<file path="src/rtl/lsu_align_pkg.sv">
package lsu_align_pkg;
  typedef enum logic [1:0] {
    SZ_BYTE  = 2'd0,
    SZ_HALF  = 2'd1,
    SZ_WORD  = 2'd2,
    SZ_DWORD = 2'd3
  } acc_size_e;

  localparam int DATA_W = 64;
  localparam int ADDR_W = 64;
  localparam int LANES  = DATA_W / 8;
  localparam int OFF_W  = $clog2(LANES);
endpackage

</file>
<file path="src/rtl/lsu_align_check.sv">
module lsu_align_check #(
  parameter int LANES = 8,
  parameter int OFF_W = $clog2(LANES)
) (
  input  logic [OFF_W-1:0] off,
  input  logic [1:0]       size,
  output logic             misaligned,
  output logic [LANES-1:0] lane_en
);
  logic [31:0] off_i;
  logic [31:0] n_i;
  logic [31:0] mask_i;

  assign off_i  = 32'(off);
  assign n_i    = 32'd1 << size;
  assign mask_i = n_i - 32'd1;
  assign misaligned = (off_i & mask_i) != 32'd0;

  for (genvar k = 0; k < LANES; k++) begin : g_lane
    assign lane_en[k] = (32'(k) >= off_i) && (32'(k) < off_i + n_i);
  end
endmodule

</file>
<file path="src/rtl/lsu_store_lane.sv">
module lsu_store_lane #(
  parameter int LANES = 8,
  parameter int OFF_W = $clog2(LANES)
) (
  input  logic [OFF_W-1:0]   off,
  input  logic [1:0]         size,
  input  logic [LANES*8-1:0] wdata,
  output logic [LANES*8-1:0] lane_data
);
  logic [31:0]        n_i;
  logic [LANES*8-1:0] trimmed;

  assign n_i = 32'd1 << size;

  for (genvar k = 0; k < LANES; k++) begin : g_keep
    assign trimmed[8*k +: 8] = (32'(k) < n_i) ? wdata[8*k +: 8] : 8'h00;
  end

  assign lane_data = trimmed << (32'(off) * 32'd8);
endmodule

</file>
<file path="src/rtl/lsu_load_extract.sv">
module lsu_load_extract #(
  parameter int LANES = 8,
  parameter int OFF_W = $clog2(LANES)
) (
  input  logic [OFF_W-1:0]   off,
  input  logic [1:0]         size,
  input  logic               sign_en,
  input  logic [LANES*8-1:0] rdata,
  output logic [LANES*8-1:0] result
);
  logic [31:0]        n_i;
  logic [LANES*8-1:0] shifted;
  logic               top_bit;
  logic [7:0]         fill;

  assign n_i     = 32'd1 << size;
  assign shifted = rdata >> (32'(off) * 32'd8);

  always_comb begin
    top_bit = 1'b0;
    for (int s = 0; s <= OFF_W; s++) begin
      if (32'(size) == 32'(s)) top_bit = shifted[8 * (1 << s) - 1];
    end
  end

  assign fill = (sign_en && top_bit) ? 8'hFF : 8'h00;

  for (genvar k = 0; k < LANES; k++) begin : g_byte
    assign result[8*k +: 8] = (32'(k) < n_i) ? shifted[8*k +: 8] : fill;
  end
endmodule

</file>
<file path="src/rtl/lsu_align_ext.sv">
module lsu_align_ext
  import lsu_align_pkg::*;
#(
  parameter int DW = DATA_W,
  parameter int AW = ADDR_W,
  localparam int NL = DW / 8,
  localparam int OW = $clog2(NL)
) (
  input  logic          clk,
  input  logic          rst,
  input  logic          req_valid,
  output logic          req_ready,
  input  logic [AW-1:0] req_addr,
  input  logic [1:0]    req_size,
  input  logic          req_signed,
  input  logic          req_fp,
  input  logic          req_we,
  input  logic [DW-1:0] req_wdata,
  output logic          mem_valid,
  output logic          mem_we,
  output logic [AW-1:0] mem_addr,
  output logic [NL-1:0] mem_be,
  output logic [DW-1:0] mem_wdata,
  input  logic          mem_rvalid,
  input  logic [DW-1:0] mem_rdata,
  output logic          rsp_valid,
  output logic [DW-1:0] rsp_data,
  output logic          trap_pulse,
  output logic [AW-1:0] trap_addr
);
  acc_size_e     eff_size;
  logic [OW-1:0] req_off;
  logic          misaligned;
  logic [NL-1:0] lane_en;
  logic [DW-1:0] lane_data;
  logic          accept;
  logic          issue;

  logic          pend_q;
  logic [OW-1:0] ld_off_q;
  acc_size_e     ld_size_q;
  logic          ld_sign_q;
  logic [DW-1:0] ld_result;

  assign eff_size = req_fp ? SZ_WORD : acc_size_e'(req_size);
  assign req_off  = req_addr[OW-1:0];
  assign req_ready = ~pend_q;
  assign accept   = req_valid & req_ready;
  assign issue    = accept & ~misaligned;

  lsu_align_check #(.LANES(NL), .OFF_W(OW)) u_check (
    .off        (req_off),
    .size       (eff_size),
    .misaligned (misaligned),
    .lane_en    (lane_en)
  );

  lsu_store_lane #(.LANES(NL), .OFF_W(OW)) u_store (
    .off       (req_off),
    .size      (eff_size),
    .wdata     (req_wdata),
    .lane_data (lane_data)
  );

  lsu_load_extract #(.LANES(NL), .OFF_W(OW)) u_load (
    .off     (ld_off_q),
    .size    (ld_size_q),
    .sign_en (ld_sign_q),
    .rdata   (mem_rdata),
    .result  (ld_result)
  );

  always_ff @(posedge clk) begin
    if (rst) begin
      mem_valid  <= 1'b0;
      mem_we     <= 1'b0;
      mem_addr   <= '0;
      mem_be     <= '0;
      mem_wdata  <= '0;
      trap_pulse <= 1'b0;
      trap_addr  <= '0;
    end else begin
      mem_valid  <= issue;
      mem_we     <= issue & req_we;
      mem_be     <= issue ? lane_en : '0;
      mem_wdata  <= (issue & req_we) ? lane_data : '0;
      trap_pulse <= accept & misaligned;
      if (issue) mem_addr <= {req_addr[AW-1:OW], {OW{1'b0}}};
      if (accept & misaligned) trap_addr <= req_addr;
    end
  end

  always_ff @(posedge clk) begin
    if (rst) begin
      pend_q    <= 1'b0;
      ld_off_q  <= '0;
      ld_size_q <= SZ_BYTE;
      ld_sign_q <= 1'b0;
      rsp_valid <= 1'b0;
      rsp_data  <= '0;
    end else begin
      if (issue & ~req_we) begin
        pend_q    <= 1'b1;
        ld_off_q  <= req_off;
        ld_size_q <= eff_size;
        ld_sign_q <= req_signed & ~req_fp;
      end else if (pend_q & mem_rvalid) begin
        pend_q <= 1'b0;
      end
      rsp_valid <= pend_q & mem_rvalid;
      if (pend_q & mem_rvalid) rsp_data <= ld_result;
    end
  end
endmodule

</file>
<file path="config.mk">
export PLATFORM = sky130hd
export DESIGN_NAME = lsu_align_ext
export DESIGN_NICKNAME = d
export VERILOG_FILES = /design/src/rtl/lsu_align_pkg.sv /design/src/rtl/lsu_align_check.sv /design/src/rtl/lsu_store_lane.sv /design/src/rtl/lsu_load_extract.sv /design/src/rtl/lsu_align_ext.sv
export SDC_FILE = /design/constraint.sdc
export NUM_CORES = 1
export LEC_CHECK = 0
export BUFFER_PORTS_ARGS = -buffer_cell sky130_fd_sc_hd__buf_2
export CAP_MARGIN = 10
export CORE_ASPECT_RATIO = 0.7
export CORE_UTILIZATION = 42
export DETAILED_ROUTE_END_ITERATION = 10
export PLACE_DENSITY = 0.67
export SLEW_MARGIN = 20
export SYNTH_ARGS = -nofsm -noshare
export SYNTH_HDL_FRONTEND = slang
export SYNTH_SLANG_ARGS = --single-unit
export TNS_END_PERCENT = 10
</file>
<file path="constraint.sdc">
create_clock -name clk -period 2.8 [get_ports clk]
set_clock_uncertainty 0.1 [all_clocks]
set_input_delay 0.14 -clock clk [delete_from_list [all_inputs] [get_ports clk]]
set_output_delay 0.14 -clock clk [all_outputs]
set_load 0.02 [all_outputs]
</file>
==> results.json, run 1 <==
{
  "yosys-top-cells-count": "nand2_1, dfxtp_1, a21oi_1",
  "p_per_area_mw_per_mm2": 573,
  "start_util": 0.433,
  "placed_cells": 2207,
  "slew_violations": 0,
  "synth-edff-count": 0,
  "cts_tree": "yes",
  "ant_nets": 0,
  "cpMostUsedCell": "dlygate4sd3_1",
  "drtIter0Drc": 1018,
  "fin_util": 0.605,
  "ys_async_sr_fraction": 0,
  "track_usage": 0.300,
  "ys_types": 57,
  "grt_pass1_vias": 11972,
  "reg2regPathDepth": 8,
  "firstDrtPassIters": 5,
  "synth_top_area_share": 0.447,
  "instances_no_fill": 2378,
  "critPathBufInv": 5,
  "whs_path_depth": 4,
  "slowest_delay_ns": 0.63,
  "use_met2": 0.461,
  "leakagePower_nw": 7.51,
  "hold_start": "req_wdata[47]",
  "met1_usage": 0.411,
  "place_hpwl_um": 34400,
  "die_w_um": 205,
  "worstPathCellList": "dlygate4sd3_1 -> buf_4 -> buf_4 -> nor2_1 -> nand3_1 -> dlygate4sd3_1 -> nand2_1 -> dlygate4sd3_1",
  "io_pins": 470,
  "min_period_ns": 2.59,
  "viasPerCell": 5.48,
  "die_area_mm2": 0.0297,
  "yosysTopAreaCell": "dfxtp_1",
  "yosysMostFrequentCell": "nand2_1",
  "clock-sinks": 272,
  "vias": 13033,
  "clk_latency_ns": 0.56,
  "clk_pin_slew_worst_paths_ns": 0.07,
  "gp_congestion": 0.950,
  "root_buffer": "clkbuf_16",
  "h-tree-depth": 1,
  "hold_path_end": "mem_wdata[55]",
  "slew_headroom": 0.383,
  "numCtsBuffers": 28,
  "crit_path_start_kind": "input port",
  "cap_violations": 0,
  "crit_slowest_cell": "buf_4",
  "drc": 0,
  "wl_um": 47200,
  "cp.arrival_ns": 2.94,
  "critPathKind": "input port to flip-flop",
  "r2r_start": "pend_q",
  "drive_gt1_frac": 0.319,
  "grt.busiest_layer": "met2",
  "core_area_mm2": 0.0281,
  "area_growth_pct": 39.8,
  "num_rows": 51,
  "grt_pass1_wl_um": 69100,
  "nNetsFinal": 2185,
  "reg2reg_to": "ld_sign_q",
  "mappedNetlistArea_mm2": 0.0122,
  "ys_seq_area_frac": 0.447,
  "syn_avg_cell_area_um2": 8.39,
  "crit_path_end_kind": "flip-flop",
  "worstPathRequired_ns": 3.15,
  "min_path_type": "input port to flip-flop",
  "hold_viol_final": 0,
  "dieHeight_um": 144,
  "grt_antenna_before_repair": 9,
  "stdcell_area_mm2": 0.0170,
  "yosysWarnings": 0,
  "grt-ovfl-total": 0,
  "reg2reg_slack_ns": 0.37,
  "postSynthCellCount": 1450,
  "synth-seq-cells": 272,
  "routedWlPerCell_um": 19.9,
  "grt_use_met3": 0.0782,
  "grt_max_degree": 77,
  "outcome": "finished clean",
  "post_dp_cell_area_mm2": 0.0149,
  "synth-main-ff-cell": "dfxtp_1",
  "cp_max_fo": 67,
  "rsz0062_at_grt": "no",
  "cts_buffer_depth": 3,
  "setup_viol": 0,
  "synth.area.top_cells": "dfxtp_1, nand2_1, a21oi_1",
  "period_share": 0.927,
  "setup_tns_ns": 0,
  "worstMarginPinSlew_ns": 0.924,
  "peakVddDrop_mv": 0.549,
  "crit_family": "buffers and inverters",
  "port_buffers": 466,
  "timing.fmax_ghz": 0.385
}
==> where the power goes <==
group | internal [mW] | total [mW] | switching (mW)
Combinational | 0.580 | 1.50 | 0.918
Clock | 2.55 | 4.20 | 1.65
Sequential | 3.99 | 4.05 | 0.0609
Total | 7.12 | 9.75 | 2.63
==> worst max path at each step <==
stage	start	end	slack, ns	cells past startpoint
finish	rst	ld_sign_q	0.21	8
global route	rst	ld_sign_q	0.05	8
CTS	req_addr[2]	ld_sign_q	0.06	9
detailed placement	req_size[1]	trap_addr[58]	0.25	10
global placement	req_size[1]	trap_addr[11]	0.36	10
floorplan	req_fp	ld_off_q[2]	0.54	9
==> metal layers <==
metal  part of all wire  routed length (um)  vias to the layer above
met4              0.022                1030                        6
met3              0.091                4290                       84
met2               0.45               21300                      607
met5            0.00095                  45                        -
met1               0.44               20600                     6179
li1                   -                   -                     6157
==> cells by family after synthesis <==
| kind of cell | after synthesis | share of synthesized area |
|---|---|---|
| other cells | 1 | 0.000308 |
| fa+ha+maj | 5 | 0.00576 |
| compound gates | 401 | 0.217 |
| buf+inv | 133 | 0.0474 |
| simple gates | 525 | 0.185 |
| mux | 113 | 0.0971 |
| flops | 272 | 0.447 |
==> metrics by stage <==
stage                     hold slack (ns)  total power [mW]  setup slack [ns]
after floorplan                     0.162              4.94             0.539
after global placement              0.260              5.47             0.359
after detailed placement            0.266              5.48             0.250
after CTS                         0.00878              9.77            0.0581
after global routing               0.0366              10.1            0.0524
final                              0.0430              9.75             0.205
==> tightest hold or removal path, delay by kind of cell <==
kind / cells / cell delay, ns
compound gates: 2 / 0.28
mux: 1 / 0.13
buf+inv: 1 / 0.09
==> flip-flops by register name, indices dropped and copies added, names as in the netlist <==
register	cells
trap_addr	64
trap_pulse	1
rsp_valid	1
ld_sign_q	1
ld_off_q	3
mem_valid	1
pend_q	1
mem_we	1
mem_be	8
ld_size_q	2
rsp_data	64
mem_addr	61
mem_wdata	64
==> layout by cell type, fill, tap and decap left out, types with 45 or more instances in the layout <==
cell | netlist | layout
nor2_1 | 129 | 127
buf_2 | 35 | 464
nand2_1 | 283 | 283
buf_4 | 9 | 45
a211oi_1 | 76 | 76
dfxtp_1 | 272 | 270
dlygate4sd3_1 | 0 | 107
o21ai_0 | 46 | 45
a21oi_1 | 162 | 162
mux2i_1 | 72 | 72
==> area by class of cell <==
type	instances	area, um2
fill	2554	11100
sequential	272	5450
clock buffer	35	788
inverter	10	37.5
multi-input combinational	1047	6210
timing repair buffer	620	3810
antenna	7	17.5
tap	371	464
clock inverter	16	246
==> timing repair <==
action,CTS,global route
resized for setup,0,0
hold buffers,107,0
buffers inserted,0,6
endpoints found under the setup margin,0,1
endpoints found under the hold margin,209,0
Power figures use the tool's default switching activity.
==> run 2: changes to the inputs <==
--- a/config.mk
+++ b/config.mk
@@ -5,7 +5,7 @@
 export SDC_FILE = /design/constraint.sdc
 export NUM_CORES = 1
 export LEC_CHECK = 0
-export BUFFER_PORTS_ARGS = -buffer_cell sky130_fd_sc_hd__buf_2
+export BUFFER_PORTS_ARGS = -buffer_cell sky130_fd_sc_hd__buf_4
 export CAP_MARGIN = 10
 export CORE_ASPECT_RATIO = 0.7
 export CORE_UTILIZATION = 42
==> run 2 against run 1 <==
Critical path type unchanged. Maximum frequency is 0.38% lower. Critical endpoint unchanged. Clock-buffer cell count is 5 higher. Critical path depth is 1 higher. Register-to-register slack better by 0.04 ns. Die area stayed put. Utilization is 3.4 points higher.
==> results.json, run 2 (synthesis gave the netlist of run 1 again) <==
{
  "outcome": "finished clean",
  "clock-sinks": 272,
  "die_w_um": 205,
  "whs_path_depth": 4,
  "min_path_type": "input port to flip-flop",
  "dieHeight_um": 144,
  "clk_pin_slew_worst_paths_ns": 0.07,
  "grt-ovfl-total": 0,
  "slew_violations": 0,
  "routedWlPerCell_um": 20.5,
  "sw_frac_of_total": 0.273,
  "port_buffers": 466,
  "final_common_cell": "buf_4",
  "numCtsBuffers": 27,
  "cts_tree": "yes",
  "drtIter0Drc": 1103,
  "start_util": 0.433,
  "h-tree-depth": 1,
  "reg_top3": "mem_wdata x64, rsp_data x64, trap_addr x64",
  "grt_antenna_before_repair": 3,
  "rsz0062_at_grt": "no",
  "place_hpwl_um": 35300,
  "timing.fmax_ghz": 0.384,
  "drive_gt1_frac": 0.313,
  "worstPathRequired_ns": 3.19,
  "clk_latency_ns": 0.54,
  "grt_pass1_wl_um": 70200,
  "wl_um": 48500,
  "io_pins": 470,
  "slew_headroom": 0.397,
  "cp.arrival_ns": 2.99,
  "hold_path_end": "mem_wdata[55]",
  "setup_tns_ns": 0,
  "worstMarginPinSlew_ns": 0.902,
  "ant_nets": 0,
  "drc": 0,
  "core_area_mm2": 0.0281,
  "crit_path_start_kind": "input port",
  "peakVddDrop_mv": 0.399,
  "leakagePower_nw": 7.57,
  "critPathKind": "input port to flip-flop",
  "reg2regPathDepth": 7,
  "vias": 13073,
  "hold_ws_ns": 0.0274,
  "setup_viol": 0,
  "cap_violations": 0,
  "cts_buffer_depth": 3,
  "power_switching_mw": 2.56,
  "track_usage": 0.309,
  "hold_viol_final": 0,
  "r2r_start": "pend_q",
  "layout_common_cells": "buf_4, nand2_1, dfxtp_1",
  "clockPowerShare": 0.392,
  "pwr-share-seq": 0.433,
  "period_share": 0.930,
  "p_int_mw": 6.82,
  "grt_max_degree": 135,
  "comb_power_share": 0.176,
  "crit_path_end_kind": "flip-flop",
  "nNetsFinal": 2178,
  "fill_cells": 2425,
  "viasPerCell": 5.53,
  "firstDrtPassIters": 6,
  "num_rows": 51,
  "min_period_ns": 2.60,
  "hold_start": "req_wdata[47]",
  "gp_congestion": 0.967,
  "die_area_mm2": 0.0297,
  "reg2reg_slack_ns": 0.41,
  "cp_max_fo": 11,
  "grt_pass1_vias": 12016,
  "pre_cts_slack_ns": 0.268,
  "p_per_area_mw_per_mm2": 522,
  "area_growth_pct": 47.7,
  "reg2reg_to": "ld_sign_q",
  "setup_ws_ns": 0.195,
  "root_buffer": "clkbuf_16"
}
==> run 2: final cells by class <==
class	instances	area [um2]	area share
Antenna cell	2	5.00	0.000278
Tap cell	371	464	0.0258
Multi-Input combinational cell	1047	6200	0.345
Clock inverter	9	100	0.00557
Sequential cell	272	5450	0.303
Timing Repair Buffer	614	4940	0.275
Clock buffer	40	785	0.0436
Inverter	10	37.5	0.00209
==> run 2: worst max path at each step <==
| stage | slack [ns] | end | depth (start not counted) | start |
|---|---|---|---|---|
| 4_1_cts | 0.009 | ld_sign_q | 9 | req_addr[2] |
| 2_1_floorplan | 0.54 | ld_off_q[2] | 9 | req_fp |
| 6_report | 0.20 | ld_sign_q | 9 | req_addr[2] |
| 3_5_place_dp | 0.27 | mem_be[5] | 9 | req_fp |
| 5_1_grt | 0.11 | ld_sign_q | 9 | req_addr[2] |
| 3_3_place_gp | 0.44 | mem_be[4] | 9 | req_fp |
==> run 2: worst max-delay path, stage by stage <==
cell and delay, ns:
dlygate4sd3_1 0.57, buf_4 0.19, and3b_1 0.20, o21a_2 0.25, nor4_4 0.34, nand3_1 0.11, dlygate4sd3_1 0.57, nand2_1 0.07
dlygate4sd3_1 0.55
==> run 2: power groups by stage <==
stage	Sequential (mW)	Combinational, mW	Clock [mW]
global route	4.07	1.75	3.89
floorplan	4.27	0.662	0
finish	4.06	1.65	3.68
CTS	4.06	1.62	3.73
global placement	4.14	1.48	0
detailed placement	4.14	1.49	0
==> run 2: metrics by stage <==
stage	instances	utilization	instance area (um2)	power, mW
after floorplan	1452	-	12200	4.94
final	2365	0.639	18000	9.38
after global routing	2365	0.639	18000	9.71
after detailed placement	2205	0.569	16000	5.63
after CTS	2361	0.638	18000	9.41
after global placement	2205	0.569	16000	5.62
==> run 2: layer usage <==
layer  wire length [um]  vias to the layer above  GRT usage
met5                 12                        -          0
met3               4900                       97     0.0879
li1                   -                     6120          -
met2              21900                      667      0.483
met1              20400                     6187      0.415
met4               1300                        2     0.0830
==> run 2: repair_timing <==
item                                    4_1_cts  5_1_grt
endpoints found under the setup margin        0        1
endpoints found under the hold margin       215        0
hold buffers                                107        0
gates resized for setup                       0        0
buffers inserted                              0        2
==> run 3: changes to the inputs <==
--- a/config.mk
+++ b/config.mk
@@ -5,6 +5,7 @@
 export SDC_FILE = /design/constraint.sdc
 export NUM_CORES = 1
 export LEC_CHECK = 0
+export ABC_AREA = 1
 export BUFFER_PORTS_ARGS = -buffer_cell sky130_fd_sc_hd__buf_4
 export CAP_MARGIN = 10
 export CORE_ASPECT_RATIO = 0.7
==> run 3 against run 2 <==
Clock-buffer cell count shrank 3. Synthesized cell count rose by 31%. Power rose by 6.2%. Sequential power increased by 2%. Wire length increased by 9.7%. Utilization fell by 1.2 points. Die area is 4.5% higher. Via count grew 13%. Global-route usage is 2.1 points higher. Maximum frequency decreased by 0.97%.
==> results.json, run 3 <==
{
  "gp_congestion": 0.961,
  "synth-seq-cells": 272,
  "grt_pass1_wl_um": 80400,
  "io_pins": 470,
  "core_area_mm2": 0.0293,
  "cts_tree": "yes",
  "setup_viol": 0,
  "final_common_cell": "buf_4",
  "p_per_area_mw_per_mm2": 542,
  "post_dp_cell_area_mm2": 0.0164,
  "wl_um": 53200,
  "numCtsBuffers": 28,
  "cts_buffer_depth": 3,
  "grt-ovfl-total": 0,
  "synth_fa_ha_area_frac": 0.00551,
  "hold_viol_final": 0,
  "crit_start": "req_addr[0]",
  "root_buffer": "clkbuf_16",
  "worstMarginPinSlew_ns": 0.838,
  "synth_compound_area_frac": 0.209,
  "vias": 14808,
  "die_area_mm2": 0.0310,
  "synthSimpleGateAreaFrac": 0.270,
  "mappedNetlistArea_mm2": 0.0127,
  "synth-edff-count": 0,
  "h-tree-depth": 1,
  "die_w_um": 210,
  "clk_pin_slew_worst_paths_ns": 0.06,
  "start_util": 0.434,
  "yosysWarnings": 0,
  "crit_path_end_kind": "flip-flop",
  "ys_seq_area_frac": 0.428,
  "synth_top_area_share": 0.428,
  "nNetsFinal": 2590,
  "crit_slowest_cell": "dlygate4sd3_1",
  "cp_max_fo": 13,
  "cp.arrival_ns": 3.02,
  "peakVddDrop_mv": 0.573,
  "min_path_type": "input port to flip-flop",
  "crit_family": "buffers and inverters",
  "grt_max_degree": 87,
  "timing.fmax_ghz": 0.380,
  "routedWlPerCell_um": 19.0,
  "yosysTopAreaCell": "dfxtp_1",
  "cap_violations": 0,
  "grt_antenna_before_repair": 1,
  "syn_avg_cell_area_um2": 6.72,
  "rsz0062_at_grt": "no",
  "synth-main-ff-cell": "dfxtp_1",
  "reg_top3": "mem_wdata x64, rsp_data x64, trap_addr x64",
  "track_usage": 0.330,
  "clock-sinks": 272,
  "leakagePower_nw": 8.75,
  "layout_common_cells": "buf_4, nand2_1, dfxtp_1",
  "crit_path_start_kind": "input port",
  "viasPerCell": 5.27,
  "r2r_start": "pend_q",
  "stdcell_area_mm2": 0.0184,
  "synth.area.top_cells": "dfxtp_1, nand2_1, o21ai_0",
  "worstPathRequired_ns": 3.19,
  "ys_async_sr_fraction": 0,
  "yosys-top-cells-count": "nand2_1, dfxtp_1, o21ai_0",
  "drtIter0Drc": 1776,
  "postSynthCellCount": 1893,
  "yosysMostFrequentCell": "nand2_1",
  "cpMostUsedCell": "dlygate4sd3_1",
  "grt_pass1_vias": 13652,
  "setup_tns_ns": 0,
  "fill_cells": 2684,
  "slew_headroom": 0.441,
  "critPathKind": "input port to flip-flop",
  "synth_top_family_by_area": "simple AND/OR/NAND/NOR gates",
  "period_share": 0.939,
  "min_period_ns": 2.63,
  "num_rows": 52,
  "critPathBufInv": 4,
  "place_hpwl_um": 37800,
  "firstDrtPassIters": 6,
  "worstPathCellList": "dlygate4sd3_1 -> buf_4 -> ha_1 -> a21oi_4 -> nand3_4 -> dlygate4sd3_1 -> nor2_4 -> nand2_4 -> a21oi_1 -> dlygate4sd3_1",
  "clk_latency_ns": 0.55,
  "ys_types": 36,
  "ant_nets": 0,
  "slew_violations": 0,
  "hold_start": "req_wdata[28]",
  "drive_gt1_frac": 0.244,
  "dieHeight_um": 148,
  "synth.area.mux_share": 0,
  "drc": 0,
  "area_growth_pct": 44.5,
  "synthXorXnorAreaFrac": 0.000688,
  "outcome": "finished clean",
  "slowest_delay_ns": 0.60,
  "port_buffers": 466
}
[run 3: kinds of logic (layout without fill, tap and decap cells)]
family,Yosys count,after routing
xor gates and xnor gates,1,1
AOI/OAI and AO/OA,511,511
and+or+nand+nor,841,841
DFF,272,272
buffers and inverters,262,769
adders and majority gates,5,5
other,1,4
[run 3: final timing paths]
path / end / slack, ns / cells after the start
max: mem_wdata[37] / 0.17 / 10
max reg2reg: mem_wdata[37] / 0.26 / 7
min reg2reg: mem_addr[7] / 0.37 / 2
min: mem_wdata[44] / 0.03 / 7
[run 3: worst register-to-register path, delay by kind of cell, from the launching register on]
kind            cells  cell delay, ns
buf+inv             2            1.15
simple gates        4            0.74
flops               1            0.34
compound gates      1            0.17
[run 3: layout make-up]
type | instances | area (um2) | area share
Antenna cell | 1 | 2.50 | 0.000136
Clock buffer | 37 | 774 | 0.0421
Clock inverter | 11 | 153 | 0.00830
Inverter | 119 | 449 | 0.0244
Multi-Input combinational cell | 1361 | 6180 | 0.336
Sequential cell | 272 | 5450 | 0.296
Tap cell | 405 | 507 | 0.0275
Timing Repair Buffer | 602 | 4880 | 0.265
[run 3: routing by layer]
metal / GRT usage / wire length, um / vias to the layer above / part of all wire
met2: 0.499 / 23100 / 788 / 0.43
li1: - / - / 7108 / -
met1: 0.467 / 23100 / 6811 / 0.43
met3: 0.0712 / 5340 / 101 / 0.10
met5: 0 / 0 / - / 0
met4: 0.105 / 1700 / 0 / 0.032
[run 3: timing repair]
| action | CTS | global route |
|---|---|---|
| gates resized for setup | 0 | 1 |
| endpoints found under the setup margin | 0 | 5 |
| setup buffers | 0 | 0 |
| hold endpoints to repair | 182 | 0 |
| hold buffers | 105 | 0 |
[run 3: stage by stage]
| step | utilization | hold WS, ns | setup WS [ns] | total power [mW] | instances |
|---|---|---|---|---|---|
| finish | 0.627 | 0.0304 | 0.170 | 9.96 | 2808 |
| global route | 0.627 | 0.0603 | 0.0624 | 10.3 | 2808 |
| CTS | 0.627 | 0.000906 | 0.137 | 9.97 | 2807 |
| detailed placement | 0.559 | 0.282 | 0.159 | 6.05 | 2654 |
| global placement | 0.559 | 0.273 | 0.178 | 6.03 | 2654 |
| floorplan | - | 0.127 | 0.934 | 5.21 | 1895 |
[run 3: where the power goes]
part,internal (mW),switching (mW)
sequential,4.04,0.100
clock,2.22,1.61
combinational,0.795,1.19
